[src/rtl/tmr_ocu_pkg.sv]
package tmr_ocu_pkg;

  typedef enum logic [1:0] {
    OM_HOLD   = 2'b00,
    OM_TOGGLE = 2'b01,
    OM_CLEAR  = 2'b10,
    OM_SET    = 2'b11
  } out_mode_e;

  // Pin level after a match or force event.
  function automatic logic next_level(logic [1:0] mode, logic cur);
    case (out_mode_e'(mode))
      OM_TOGGLE: return ~cur;
      OM_CLEAR:  return 1'b0;
      OM_SET:    return 1'b1;
      default:   return cur;
    endcase
  endfunction

  // Pulse-width modes have bit 0 set.
  function automatic logic is_pwm(logic [1:0] wm);
    return wm[0];
  endfunction

endpackage

[src/rtl/ocu_cmp_reg.sv]
module ocu_cmp_reg #(
  parameter int W = 8
) (
  input  logic         clk,
  input  logic         rst_n,
  input  logic         pwm,
  input  logic         wr,
  input  logic [W-1:0] wdata,
  input  logic         tick,
  input  logic         at_top,
  input  logic         at_bottom,
  input  logic         load_at_top,
  output logic [W-1:0] active,
  output logic [W-1:0] shadow,
  output logic         load_evt
);
  logic direct_wr;

  assign direct_wr = wr && !pwm;
  assign load_evt  = pwm && tick && (load_at_top ? at_top : at_bottom);

  always_ff @(posedge clk) begin
    if (!rst_n) begin
      active <= '0;
      shadow <= '0;
    end else begin
      if (wr)            shadow <= wdata;
      if (direct_wr)     active <= wdata;
      else if (load_evt) active <= shadow;
    end
  end

  a_r3_direct_write: assert property (@(posedge clk) disable iff (!rst_n)
    (wr && !pwm) |=> (active == $past(wdata)));

  a_r4_live_held: assert property (@(posedge clk) disable iff (!rst_n)
    (pwm && !tick) |=> $stable(active));

  a_r4_shadow_copy: assert property (@(posedge clk) disable iff (!rst_n)
    (pwm && tick && load_at_top && at_top) |=> (active == $past(shadow)));

endmodule

[src/rtl/ocu_match.sv]
module ocu_match #(
  parameter int W = 8
) (
  input  logic         clk,
  input  logic         rst_n,
  input  logic         tick,
  input  logic [W-1:0] cnt,
  input  logic [W-1:0] active,
  input  logic         cnt_wr,
  output logic         match,
  output logic         blocked
);
  logic equal;

  assign equal = (cnt == active);
  assign match = tick && equal && !blocked;

  // The block stays armed until a tick consumes it.
  always_ff @(posedge clk) begin
    if (!rst_n)      blocked <= 1'b0;
    else if (cnt_wr) blocked <= 1'b1;
    else if (tick)   blocked <= 1'b0;
  end

  a_r7_armed: assert property (@(posedge clk) disable iff (!rst_n)
    cnt_wr |=> blocked);

  a_r7_released: assert property (@(posedge clk) disable iff (!rst_n)
    (tick && !cnt_wr) |=> !blocked);

endmodule

[src/rtl/ocu_wave.sv]
module ocu_wave
  import tmr_ocu_pkg::*;
(
  input  logic       clk,
  input  logic       rst_n,
  input  logic       match,
  input  logic       force_evt,
  input  logic [1:0] out_mode,
  input  logic       flag_clr,
  output logic       wave_out,
  output logic       cmp_flag
);
  logic pin_evt;

  assign pin_evt = match || force_evt;

  always_ff @(posedge clk) begin
    if (!rst_n) begin
      wave_out <= 1'b0;
      cmp_flag <= 1'b0;
    end else begin
      if (pin_evt)       wave_out <= next_level(out_mode, wave_out);
      if (match)         cmp_flag <= 1'b1;
      else if (flag_clr) cmp_flag <= 1'b0;
    end
  end

  a_r1_flag_set: assert property (@(posedge clk) disable iff (!rst_n)
    match |=> cmp_flag);

  a_r2_flag_clear: assert property (@(posedge clk) disable iff (!rst_n)
    (flag_clr && !match) |=> !cmp_flag);

  a_r6_force_no_flag: assert property (@(posedge clk) disable iff (!rst_n)
    (force_evt && !match && !flag_clr) |=> (cmp_flag == $past(cmp_flag)));

  a_r5_pin_quiet: assert property (@(posedge clk) disable iff (!rst_n)
    !pin_evt |=> $stable(wave_out));

endmodule

[src/rtl/tmr_ocu.sv]
module tmr_ocu
  import tmr_ocu_pkg::*;
#(
  parameter int W = 8
) (
  input  logic         clk,
  input  logic         rst_n,
  input  logic         cmp_wr,
  input  logic [W-1:0] cmp_wdata,
  output logic [W-1:0] cmp_rdata,
  input  logic         cnt_wr,
  input  logic         force_cmp,
  input  logic         flag_clr,
  input  logic         tick,
  input  logic [W-1:0] cnt,
  input  logic         at_top,
  input  logic         at_bottom,
  input  logic [1:0]   wave_mode,
  input  logic         load_at_top,
  input  logic [1:0]   out_mode,
  output logic         wave_out,
  output logic         cmp_flag
);
  logic         pwm;
  logic [W-1:0] active;
  logic [W-1:0] shadow;
  logic         load_evt;
  logic         match;
  logic         blocked;
  logic         force_evt;

  assign pwm       = is_pwm(wave_mode);
  assign force_evt = force_cmp && !pwm;
  assign cmp_rdata = pwm ? shadow : active;

  ocu_cmp_reg #(.W(W)) u_reg (
    .clk(clk), .rst_n(rst_n), .pwm(pwm), .wr(cmp_wr), .wdata(cmp_wdata),
    .tick(tick), .at_top(at_top), .at_bottom(at_bottom),
    .load_at_top(load_at_top), .active(active), .shadow(shadow),
    .load_evt(load_evt)
  );

  ocu_match #(.W(W)) u_match (
    .clk(clk), .rst_n(rst_n), .tick(tick), .cnt(cnt), .active(active),
    .cnt_wr(cnt_wr), .match(match), .blocked(blocked)
  );

  ocu_wave u_wave (
    .clk(clk), .rst_n(rst_n), .match(match), .force_evt(force_evt),
    .out_mode(out_mode), .flag_clr(flag_clr), .wave_out(wave_out),
    .cmp_flag(cmp_flag)
  );

  a_r7_masked_tick: assert property (@(posedge clk) disable iff (!rst_n)
    ($past(cnt_wr) && tick) |-> !match);

  a_r9_no_tick_no_match: assert property (@(posedge clk) disable iff (!rst_n)
    (!tick && !flag_clr) |=> (cmp_flag == $past(cmp_flag)));

  a_r6_pwm_force_ignored: assert property (@(posedge clk) disable iff (!rst_n)
    (pwm && !tick) |=> $stable(wave_out));

endmodule

[config.mk]
export PLATFORM = sky130hd
export DESIGN_NAME = tmr_ocu
export DESIGN_NICKNAME = d
export VERILOG_FILES = /design/src/rtl/tmr_ocu_pkg.sv /design/src/rtl/ocu_cmp_reg.sv /design/src/rtl/ocu_match.sv /design/src/rtl/ocu_wave.sv /design/src/rtl/tmr_ocu.sv
export SDC_FILE = /design/constraint.sdc
export NUM_CORES = 1
export LEC_CHECK = 0
export ABC_AREA = 1
export CORE_MARGIN = 10
export CORE_UTILIZATION = 50
export DETAILED_ROUTE_END_ITERATION = 8
export DONT_BUFFER_PORTS = 1
export PLACE_DENSITY_LB_ADDON = 0.1
export SYNTH_ARGS = -nofsm -noshare
export SYNTH_HDL_FRONTEND = slang
export SYNTH_SLANG_ARGS = --single-unit
[constraint.sdc]
create_clock -name clk -period 1.6 [get_ports clk]
set_clock_uncertainty 0.2 [all_clocks]
set_input_delay 0.24 -clock clk [delete_from_list [all_inputs] [get_ports clk]]
set_output_delay 0.24 -clock clk [all_outputs]
set_load 0.01 [all_outputs]
Word-level counts from Yosys, hierarchy flattened
Index checks and enable logic that the tools add are counted.
{ "word_totals": {"register_bits": 19, "latch_bits": 0, "ramBits": 0, "mem_bits_ro": 0, "inputBits": 30, "mem_count": 0} }
{ "op_classes": {"n_addsub": 0, "multipliers": 0, "div": 0, "n_lt_le_gt_ge": 0, "eq_ne": 4, "shift": 0, "n_mux": 9, "bitwise_logic": 1, "reduce_logical": 14} }
{ "ops": {"columns": ["operator", "n"], "rows": [
  ["two-way mux 8 bit", 3],
  ["== test 8 bit", 1],
  ["logical AND 1 bit", 6],
  ["nonzero test 2 bit", 3],
  ["two-way mux 1 bit", 5],
  ["== test 2 bit, second input constant", 2],
  ["case mux 1 bit (3 select lines)", 1],
  ["nonzero test 3 bit", 1],
  ["== test 2 x 1 -> 1 bit, second input constant", 1],
  ["logical NOT 1 bit", 2],
  ["AND reduction 2 bit", 1],
  ["logical OR 1 bit", 1],
  ["inverter 1 bit", 1]
]} }

Logic depth before layout (Yosys ltp)
Gate-level depths: netlist (run 1).
{ "depth": {"depth_word": 5, "ltp_mapped": 9, "mapped_depth_nobuf": 9} }

Modules after synthesis
Synthesis (run 1) repeated with hierarchy kept, for this count alone.
{ "unflattened": {"cells_unflattened": 204, "area_unflattened_um2": 1207.4} }
{ "by_module_without_submodules": {"columns": ["mod", "instances", "cells_per_inst", "area_per_inst_um2", "seq_area_each_um2"], "rows": [
  ["ocu_cmp_reg", 1, 121, 805.8, 320.3],
  ["ocu_match", 1, 38, 182.7, 20.0],
  ["tmr_ocu", 1, 28, 112.6, 0.0],
  ["ocu_wave", 1, 17, 106.4, 40.0]
]} }

Worst setup path before layout (run 1)
Ideal clock, no wire load.
{ "synth_timing": {"path_kind": "reg-to-reg", "from": "reg u_reg.active[0]", "to": "reg u_wave.wave_out", "setup_time_ps": 116, "t_arrival_ps": 915, "required_time_ps": 1284, "slack_ps": 370, "path_stages_with_launch": 10, "path_buffers": 0, "period_less_slack_ps": 1230, "path_cell_list": "dfxtp_1 -> inv_2 -> nand2_1 -> nand2_1 -> nor2_1 -> nand3_1 -> o21bai_2 -> nand2_1 -> nand2_1 -> a21oi_1"} }
{ "synth_between": {"elab_chain_cells": 5} }
{ "synth_rtl": {"columns": ["item", "line", "text"], "rows": [
  ["start, declared", "ocu_cmp_reg.sv:13", "output logic [W-1:0] active,"],
  ["start signal, assigned", "ocu_cmp_reg.sv:28", "if (direct_wr) active <= wdata;"],
  ["start signal, assigned", "ocu_cmp_reg.sv:29", "else if (load_evt) active <= shadow;"],
  ["== test 8 bit", "ocu_match.sv:15", "assign equal = (cnt == active);"],
  ["logical AND 1 bit (2 in series)", "ocu_match.sv:16", "assign match = tick && equal && !blocked;"],
  ["logical OR 1 bit", "ocu_wave.sv:15", "assign pin_evt = match || force_evt;"],
  ["AND reduction 2 bit (no source line)", null, null],
  ["end signal, assigned", "ocu_wave.sv:22", "if (pin_evt) wave_out <= next_level(out_mode, wave_out);"],
  ["end, declared", "ocu_wave.sv:10", "output logic wave_out,"]
]} }
Every way passes these cells.
A chain may end at the register's enable or synchronous reset.

Final worst setup path (run 1)
{ "layout_timing": {"from": "in cmp_wdata[0]", "to": "reg u_reg.active[0]"} }
{ "layout_between": {"elab_chain_cells": 1} }
{ "layout_rtl": {"columns": ["item", "line", "text"], "rows": [
  ["start, declared", "tmr_ocu.sv:9", "input logic [W-1:0] cmp_wdata,"],
  ["two-way mux 8 bit", "ocu_cmp_reg.sv:28", null]
]} }
Every way passes these cells.

==> results.json, run 1 <==
{
  "timing_max_transition_violations_final": 0,
  "number_of_antenna_violations_at_the_first_check_in_global_routing": 0,
  "area_growth_pct": 28.87,
  "yosysSeqAreaShare_pct": 37.03,
  "globalRouteMet3Util_pct": 4.915,
  "post_synth_num_cell_types": 20,
  "wl_per_cell_um": 13.90,
  "worst_path_max_delay_cell": "dlygate4sd3_1",
  "critPathMaxStageDelay_ps": 560,
  "antenna-diode-count": 0,
  "maxCapViolCount": 0,
  "layout.core_utilization_pct": 67.47,
  "worst_slew_margin_rel_pct": 67.83,
  "grt_first_pass_wirelength_um": 4726,
  "cts.htree.levels": 1,
  "postSynthCellCount": 162,
  "worstMarginPinSlew_ps": 481.0,
  "synth.ff_latch_count": 19,
  "rsz0062_at_grt": "false",
  "syn_area_per_cell_um2": 6.341,
  "path_class": "primary input to flop",
  "nets_finish": 218,
  "first_pass_iters": 4,
  "floorplan.io_pins": 40,
  "synth.cell_area_mm2": 0.001027,
  "initial_core_util_pct": 52.36,
  "drt_drc_violations_left": 0,
  "worst_ep_required_time_ps": 1630,
  "cts_buffer_depth": 2,
  "yosys.area.top_type": "dfxtp_1",
  "critical_path_peak_fanout": 2,
  "dieWidth_um": 65.33,
  "finalHoldViolations": 0,
  "grt_use_met2_pct": 20.49,
  "placementRows": 16,
  "io_buffer_count": 0,
  "status": "complete, no violations",
  "setup_viol": 0,
  "netlist_top_cells_area": "dfxtp_1, nand2_1, nor2_1",
  "chipHeight_um": 65.33,
  "final_min_period_over_clock_period_pct": 97.58,
  "cts.clk_slew.worst_paths_ps": 100,
  "cts.root.buffer_cell": "clkbuf_4",
  "cts_num_sinks": 19,
  "clk-insertion-delay-late_ps": 290,
  "yosys_warnings": 0,
  "dpl.cell_count": 184,
  "grt-busiest-layer": "met2",
  "floorplan.die_area_mm2": 0.004267,
  "tritoncts.num_buffers": 3,
  "setup-tns-final_ps": 0,
  "groute.layer.met1.usage_pct": 17.56,
  "grt_pass1_vias": 988,
  "grt_usage_pct": 13.68,
  "netlist.area_leader.share_pct": 37.03,
  "ir_worst_vdd_mv": 0.6767,
  "synthesized_net_count": 192,
  "crit_path_end_kind": "flop",
  "worst_hold_path_type": "primary input to flop",
  "final-instance-count-excl-fill": 214,
  "period_minus_slack_ps": 1561,
  "timing.critical_path.mode_cell": "dlygate4sd3_1",
  "gpl.final_weighted_congestion": 0.7444,
  "number_of_nets_with_antenna_violations_after_detailed_routing": 0,
  "powerDensity_mw_per_mm2": 743.7,
  "routed-via-count": 1106,
  "global_route.overflow_total": 0,
  "post-dp-hpwl_um": 1994,
  "route.final.wire_length_um": 2974,
  "layout_cell_share_with_drive_strength_beyond_1_pct": 5.348,
  "post-cts-setup-buffer-count": 0,
  "worstPathArrival_ps": 1590,
  "tritoncts": "done",
  "drt-vias-per-instance": 5.168,
  "p_leak_nw": 0.5853,
  "crit_path_start_kind": "primary input",
  "floorplan.core_area_mm2": 0.001962,
  "timing_limited_maximum_frequency_mhz": 640.5,
  "grt_max_degree": 17,
  "timing.critical_path.cells": "dlygate4sd3_1 -> nand3_1 -> dlygate4sd3_1 -> a31oi_1",
  "drt-initial-drc-count": 84
}
[kinds of logic (layout without fill, tap and decap cells)]
logic type	Yosys count	in the layout	share of synthesized area, %
XOR/XNOR	2	2	1.706
AND/OR/NAND/NOR	82	82	32.52
AO/OA/AOI/OAI	34	34	18.51
flip-flops	19	19	37.03
buffers and inverters	25	50	10.23
[routing by layer]
layer	share of wire, %	wire, µm
met5	0	0
met3	12	368
met4	0.47	14
met1	44	1299
met2	43	1292
[worst max-delay path, delay by kind of cell]
kind,cells,cell delay (ps)
AND/OR/NAND/NOR,1,80
AO/OA/AOI/OAI,1,150
buffers and inverters,2,1110
[synthesized netlist by cell type, drive strengths merged]
library cell  count
a21oi             3
nand3            11
clkbuf            1
dfxtp            19
or2               1
o2111ai           1
nand2            44
o21ai            21
o21bai            1
xnor2             2
nor2             26
inv              19
a31oi             8
buf               5
[cell usage in the layout, fill, tap and decap left out, drive strengths merged]
master	synthesis	routed
dlymetal6s4s	0	1
o21ai	21	21
dlygate4sd3	0	25
buf	5	1
or2	1	1
nand3	11	11
nand2	44	44
a31oi	8	8
inv	19	19
xnor2	2	2
a21oi	3	3
nor2	26	26
clkbuf	1	4
o21bai	1	1
o2111ai	1	1
dfxtp	19	19
[worst paths after layout]
path / start / to / slack [ps] / cells past startpoint
setup / recovery: cmp_wdata[0] / u_reg.active[0] / 40 / 4
hold reg to reg: u_reg.shadow[5] / u_reg.active[5] / 300 / 2
hold / removal: cmp_wr / u_reg.shadow[4] / 30 / 3
setup reg to reg: u_reg.shadow[7] / u_reg.shadow[7] / 200 / 3
[layout make-up]
type,count,area [µm²]
sequential,19,380.4
inverter,19,71.32
fill,195,638.1
tap,27,33.78
timing repair buffer,27,270.3
multi-input combinational,118,541.8
clock buffer,4,26.28
[power by group]
| group | total (mW) | internal (mW) | switching (mW) |
|---|---|---|---|
| logic | 0.207 | 0.0973 | 0.110 |
| clock network | 0.243 | 0.0969 | 0.146 |
| registers | 0.535 | 0.507 | 0.0274 |
| total | 0.984 | 0.702 | 0.283 |
[what timing repair did]
item                                   in CTS  in global routing
endpoints found under the hold margin      19                  1
gates resized for setup                     0                  2
setup endpoints to repair                   0                  4
hold buffers                               26                  1
[per-stage QoR]
| step | setup WS [ps] | total power, mW | hold WS [ps] | instance area, µm² |
|---|---|---|---|---|
| after floorplan | 369.6 | 0.6763 | 160.7 | 1027 |
| after global placement | 286.3 | 0.6864 | 133.3 | 1035 |
| after detailed placement | 235.7 | 0.6918 | 134.4 | 1035 |
| after CTS | 40.24 | 0.9854 | 23.15 | 1321 |
| after global routing | 0.8497 | 1.048 | 28.61 | 1324 |
| final | 38.70 | 0.9845 | 26.03 | 1324 |
[state kept, by name, summed over array words and instances (netlist names)]
signal / cells
u_reg.active: 8
u_reg.shadow: 8
u_match.blocked: 1
u_wave.cmp_flag: 1
u_wave.wave_out: 1
No activity file was read; power rests on OpenSTA's default activity.
==> run 2: changes to the inputs <==
--- a/config.mk
+++ b/config.mk
@@ -5,7 +5,6 @@
 export SDC_FILE = /design/constraint.sdc
 export NUM_CORES = 1
 export LEC_CHECK = 0
-export ABC_AREA = 1
 export CORE_MARGIN = 10
 export CORE_UTILIZATION = 50
 export DETAILED_ROUTE_END_ITERATION = 8
==> results.json, run 2 <==
{
  "dieWidth_um": 66.50,
  "mostFrequentLayoutCells": "dlygate4sd3_1, dfxtp_1, mux2i_1, nor2_1, mux2_2",
  "postSynthCellCount": 102,
  "layout_top_registers": "u_reg.active (8), u_reg.shadow (8)",
  "post-dp-hpwl_um": 1778,
  "worstPathArrival_ps": 1580,
  "routed-via-count": 820,
  "setup_slack_ps": 26.08,
  "yosys.area.top_type": "dfxtp_1",
  "path_class": "primary input to flop",
  "timing.critical_path.mode_cell": "dlygate4sd3_1",
  "grt_pass1_vias": 890,
  "cts.htree.levels": 1,
  "setup_viol": 0,
  "yosysSeqAreaShare_pct": 35.19,
  "status": "complete, no violations",
  "drt-vias-per-instance": 5.430,
  "gpl.final_weighted_congestion": 0.7021,
  "floorplan.io_pins": 40,
  "period_minus_slack_ps": 1574,
  "drt-initial-drc-count": 32,
  "floorplan.die_area_mm2": 0.004422,
  "crit_path_start_kind": "primary input",
  "setup-tns-final_ps": 0,
  "io_buffer_count": 0,
  "r2r_slack_ps": 130,
  "tritoncts": "done",
  "crit_path_end_kind": "flop",
  "fillCellCount": 172,
  "synth_enable_flop_cells": 0,
  "whs_ps": 5.394,
  "synthMostInstantiatedCell": "dfxtp_1",
  "ir_worst_vdd_mv": 0.4478,
  "area_growth_pct": 20.72,
  "placementRows": 16,
  "timing_limited_maximum_frequency_mhz": 635.4,
  "global_route.overflow_total": 0,
  "worstMarginPinSlew_ps": 370.0,
  "worst_path_max_delay_cell": "dlygate4sd3_1",
  "layout.cell_area.non_filler_mm2": 0.001305,
  "tritoncts.num_buffers": 3,
  "powerDensity_mw_per_mm2": 787.2,
  "grt_usage_pct": 12.89,
  "detailed_place.area_mm2": 0.001070,
  "maxCapViolCount": 0,
  "cts_num_sinks": 19,
  "p_leak_nw": 0.5295,
  "critical_path_peak_fanout": 1,
  "floorplan.core_area_mm2": 0.002002,
  "layout.core_utilization_pct": 65.19,
  "fin_total_pwr_mw": 1.027,
  "cts_buffer_depth": 2,
  "place_ws_ps": 112.0,
  "critical_path_buf_inv_count": 2,
  "clk-insertion-delay-late_ps": 300,
  "antenna-diode-count": 0,
  "min_from": "cmp_wdata[2]",
  "holdPathStages": 2,
  "grt_first_pass_wirelength_um": 4416,
  "number_of_antenna_violations_at_the_first_check_in_global_routing": 0,
  "worst_hold_path_type": "primary input to flop",
  "synth.ff_latch_count": 19,
  "ys_async_sr_fraction_pct": 0,
  "netSwitchingPower_mw": 0.2986,
  "final_min_period_over_clock_period_pct": 98.37,
  "layout_cell_share_with_drive_strength_beyond_1_pct": 23.39,
  "cts.root.buffer_cell": "clkbuf_4",
  "netlist.area_leader.share_pct": 35.19,
  "final-instance-count-excl-fill": 151,
  "worst_ep_required_time_ps": 1600,
  "finalHoldViolations": 0,
  "syn_area_per_cell_um2": 10.60,
  "worst_path_dominant_cell_family": "buffers and inverters",
  "rsz0062_at_grt": "false",
  "min_to": "u_reg.active[2]",
  "number_of_nets_with_antenna_violations_after_detailed_routing": 0,
  "worstRegToRegCells": 5,
  "cts.clk_slew.worst_paths_ps": 120,
  "initial_core_util_pct": 54.00,
  "share_comb_of_total_power_pct": 22.8,
  "synthesized_net_count": 132,
  "dpl.cell_count": 126,
  "rr_endpoint": "u_wave.wave_out",
  "yosys_warnings": 0,
  "power.share.switching_pct": 29.06,
  "wl_per_cell_um": 17.85,
  "timing.rr.start": "u_reg.active[2]",
  "seq_power_share_pct": 51.9,
  "netlist_top_cells_area": "dfxtp_1, mux2i_1, mux2_2",
  "timing_max_transition_violations_final": 0,
  "most_instantiated_flip_flop_cell_in_the_synthesis_netlist": "dfxtp_1",
  "critPathMaxStageDelay_ps": 590,
  "timing.critical_path.cells": "dlygate4sd3_1 -> a21oi_1 -> dlygate4sd3_1 -> nor2_1",
  "post_cts_resized": 0,
  "p_int_mw": 0.7288,
  "first_pass_iters": 3,
  "synth.cell_area_mm2": 0.001081,
  "chipHeight_um": 66.50,
  "synth_commonest_cells": "dfxtp_1, mux2i_1, nor2_1, mux2_2",
  "worst_slew_margin_rel_pct": 75.14,
  "route.final.wire_length_um": 2695,
  "nets_finish": 155,
  "drt_drc_violations_left": 0,
  "grt_max_degree": 20,
  "share_clk_of_total_power_pct": 25.3,
  "layout_commonest_cell": "dlygate4sd3_1",
  "post_synth_num_cell_types": 25
}
-- run 2: changes by cell type after synthesis, moves of 8 or more --
cell      change
mux2i_1      +16
mux2_2        +9
inv_1        -13
nand3_1      -11
xor2_1        +8
o21ai_0      -18
nand2_1      -42
nor2_1       -10
a211oi_2      +8
-- run 2: layout make-up --
type                    count  area (µm²)  share of cell area [%]
clock inverters             1       5.005                  0.3835
inverters                   5       18.77                   1.438
repair buffers             23       222.7                   17.07
clock buffers               3       22.52                   1.726
flip-flops and latches     19       380.4                   29.15
well taps                  27       33.78                   2.589
multi-input cells          73       621.8                   47.65
-- run 2: how the worst max path moves through the flow --
stage | start | endpoint | slack [ps] | cells after the start
final | cnt_wr | u_match.blocked | 30 | 4
after global routing | cnt_wr | u_match.blocked | 9 | 4
after CTS | cmp_wdata[3] | u_reg.shadow[3] | 100 | 4
after detailed placement | u_reg.active[5] | u_wave.wave_out | 110 | 4
after global placement | u_reg.active[5] | u_wave.wave_out | 130 | 4
after floorplan | cmp_wr | u_reg.active[4] | 150 | 7
-- run 2: power by group through the flow --
stage	combinational [mW]	clock (mW)	sequential, mW
after global routing	0.257	0.292	0.538
final	0.234	0.260	0.533
after detailed placement	0.182	0	0.544
after CTS	0.230	0.262	0.533
after global placement	0.179	0	0.543
after floorplan	0.181	0	0.538
-- run 2: worst register-to-register path: cells and delay by family (launching register included) --
family          cells  cell delay [ps]
buf+inv             1              170
simple gates        1              280
xor+xnor            1              180
flops               1              350
compound gates      2              190
-- run 2: per-layer routing --
layer / share of wire [%] / vias up / GRT usage, %
li1: - / 405 / -
met1: 40 / 381 / 13.88
met2: 48 / 26 / 22.01
met3: 8.5 / 8 / 4.682
met4: 2.6 / 0 / 5.759
met5: 0 / - / 0
-- run 2: what timing repair did --
item	CTS	global route
setup buffers	0	1
hold endpoints to repair	12	0
hold buffers	20	0
setup endpoints to repair	0	1
-- run 2: cell families (layout without fill, tap and decap cells) --
family                    Yosys count  after routing  synth area share (%)
muxes                              25             25                 24.19
and+or+nand+nor                    24             24                 11.23
DFF                                19             19                 35.18
AOI/OAI and AO/OA                  15             15                 14.82
buffers and inverters              10             32                 7.290
xor gates and xnor gates            9              9                 7.292
==> run 3: changes to the inputs <==
--- a/config.mk
+++ b/config.mk
@@ -6,7 +6,7 @@
 export NUM_CORES = 1
 export LEC_CHECK = 0
 export CORE_MARGIN = 10
-export CORE_UTILIZATION = 50
+export CORE_UTILIZATION = 35
 export DETAILED_ROUTE_END_ITERATION = 8
 export DONT_BUFFER_PORTS = 1
 export PLACE_DENSITY_LB_ADDON = 0.1
==> constraint.sdc (replaced) <==
create_clock -name clk -period 1.48 [get_ports clk]
set_clock_uncertainty 0.2 [all_clocks]
set_input_delay 0.222 -clock clk [delete_from_list [all_inputs] [get_ports clk]]
set_output_delay 0.222 -clock clk [all_outputs]
set_load 0.01 [all_outputs]
==> results.json, run 3 (synthesized netlist as in run 2, its figures left out) <==
{
  "layout.core_utilization_pct": 42.83,
  "finalHoldViolations": 0,
  "floorplan.core_area_mm2": 0.003003,
  "cts_buffer_depth": 2,
  "cts_num_sinks": 19,
  "r2r_slack_ps": 20,
  "chipHeight_um": 75.58,
  "io_buffer_count": 0,
  "critPathMaxStageDelay_ps": 350,
  "cts.clk_slew.worst_paths_ps": 110,
  "seq_power_share_pct": 53.2,
  "violations": "setup timing",
  "share_clk_of_total_power_pct": 24.0,
  "cts.htree.levels": 1,
  "path_class": "flop to primary output",
  "min_from": "cmp_wdata[3]",
  "grt_pass1_vias": 810,
  "drt-vias-per-instance": 5.007,
  "powerDensity_mw_per_mm2": 846.2,
  "final_min_period_over_clock_period_pct": 100.2,
  "setup_slack_ps": -3.075,
  "initial_core_util_pct": 36.00,
  "area_growth_pct": 18.98,
  "floorplan.io_pins": 40,
  "p_int_mw": 0.7842,
  "mostFrequentLayoutCells": "mux2i_1, nor2_1, dfxtp_1",
  "layout_top_registers": "u_reg.active (8), u_reg.shadow (8)",
  "rsz0062_at_grt": "true",
  "clk-insertion-delay-late_ps": 290,
  "whs_ps": 38.85,
  "nets_finish": 150,
  "tritoncts": "done",
  "worst_hold_path_type": "primary input to flop",
  "global_route.overflow_total": 0,
  "antenna-diode-count": 0,
  "layout_cell_share_with_drive_strength_beyond_1_pct": 29.41,
  "maxCapViolCount": 0,
  "timing_max_transition_violations_final": 0,
  "critical_path_peak_fanout": 2,
  "power.share.switching_pct": 27.95,
  "crit_path_start_kind": "flop",
  "first_pass_iters": 3,
  "cts.root.buffer_cell": "clkbuf_4",
  "grt_first_pass_wirelength_um": 4015,
  "gpl.final_weighted_congestion": 0.7913,
  "crit_path_end_kind": "primary output",
  "status": "finished, violations left",
  "p_leak_nw": 0.5232,
  "drt-initial-drc-count": 26,
  "share_comb_of_total_power_pct": 22.8,
  "wl_per_cell_um": 17.25,
  "fin_total_pwr_mw": 1.088,
  "timing.critical_path.cells": "buf_4 -> mux2_4",
  "placementRows": 20,
  "ir_worst_vdd_mv": 0.5595,
  "grt_usage_pct": 9.266,
  "worst_slew_margin_rel_pct": 63.96,
  "number_of_nets_with_antenna_violations_after_detailed_routing": 0,
  "worst_path_max_delay_cell": "dfxtp_2",
  "period_minus_slack_ps": 1483,
  "timing.rr.start": "u_reg.active[5]",
  "worstMarginPinSlew_ps": 538.8,
  "routed-via-count": 761,
  "grt_max_degree": 20,
  "post-dp-hpwl_um": 1873,
  "worst_ep_required_time_ps": 1060,
  "timing_limited_maximum_frequency_mhz": 674.3,
  "drt_drc_violations_left": 0,
  "worstPathArrival_ps": 1060,
  "setup_viol": 1,
  "tritoncts.num_buffers": 3,
  "dieWidth_um": 75.58,
  "crit_path_from": "u_reg.active[5]",
  "netSwitchingPower_mw": 0.3043,
  "route.final.wire_length_um": 2622,
  "number_of_antenna_violations_at_the_first_check_in_global_routing": 0,
  "floorplan.die_area_mm2": 0.005712
}
[run 3: worst max-delay path, delay by kind of cell, from the launching register on]
family	cells	cell delay (ps)
flip-flops	1	350
multiplexers	1	280
buffers and inverters	1	140
[run 3: path summary, 6_finish.rpt]
path / end / cells past startpoint
worst max-delay path: cmp_rdata[5] / 2
worst min-delay path: u_reg.active[3] / 2
worst max register to register: u_wave.wave_out / 5
worst min register to register: u_match.blocked / 2
[run 3: layer usage]
layer  GRT usage (%)  wire length [µm]
met2           15.01              1327
met1           10.82              1047
met5               0                 0
met4           2.062                13
met3           4.427               233
[run 3: cell type report]
cell class	count	area (µm²)
Fill cell	294	1717
Clock buffer	4	26.28
Multi-Input combinational cell	73	644.4
Timing Repair Buffer	18	171.4
Sequential cell	19	384.1
Inverter	5	18.77
Tap cell	33	41.29
[run 3: what timing repair did]
action	4_1_cts	5_1_grt
gates resized for setup	4	4
setup endpoints to repair	2	2
hold buffers	13	0
setup buffers	0	2
pin swaps	3	4
hold endpoints to repair	18	0
[run 3: per-stage QoR]
step	cell area (µm²)	instances	setup TNS [ps]	worst slack [ps]
after floorplan	1081	102	0	49.27
after global placement	1092	134	0	16.90
after detailed placement	1092	134	-6.355	-6.355
after CTS	1249	150	-10.14	-10.14
after global routing	1286	152	-203.4	-122.0
final	1286	152	-3.075	-3.075
[run 3: power groups by stage]
stage	Combinational (mW)	Sequential, mW	Clock (mW)
finish	0.248	0.579	0.261
global route	0.275	0.585	0.308
CTS	0.240	0.579	0.277
detailed placement	0.205	0.588	0
global placement	0.201	0.587	0
floorplan	0.196	0.581	0
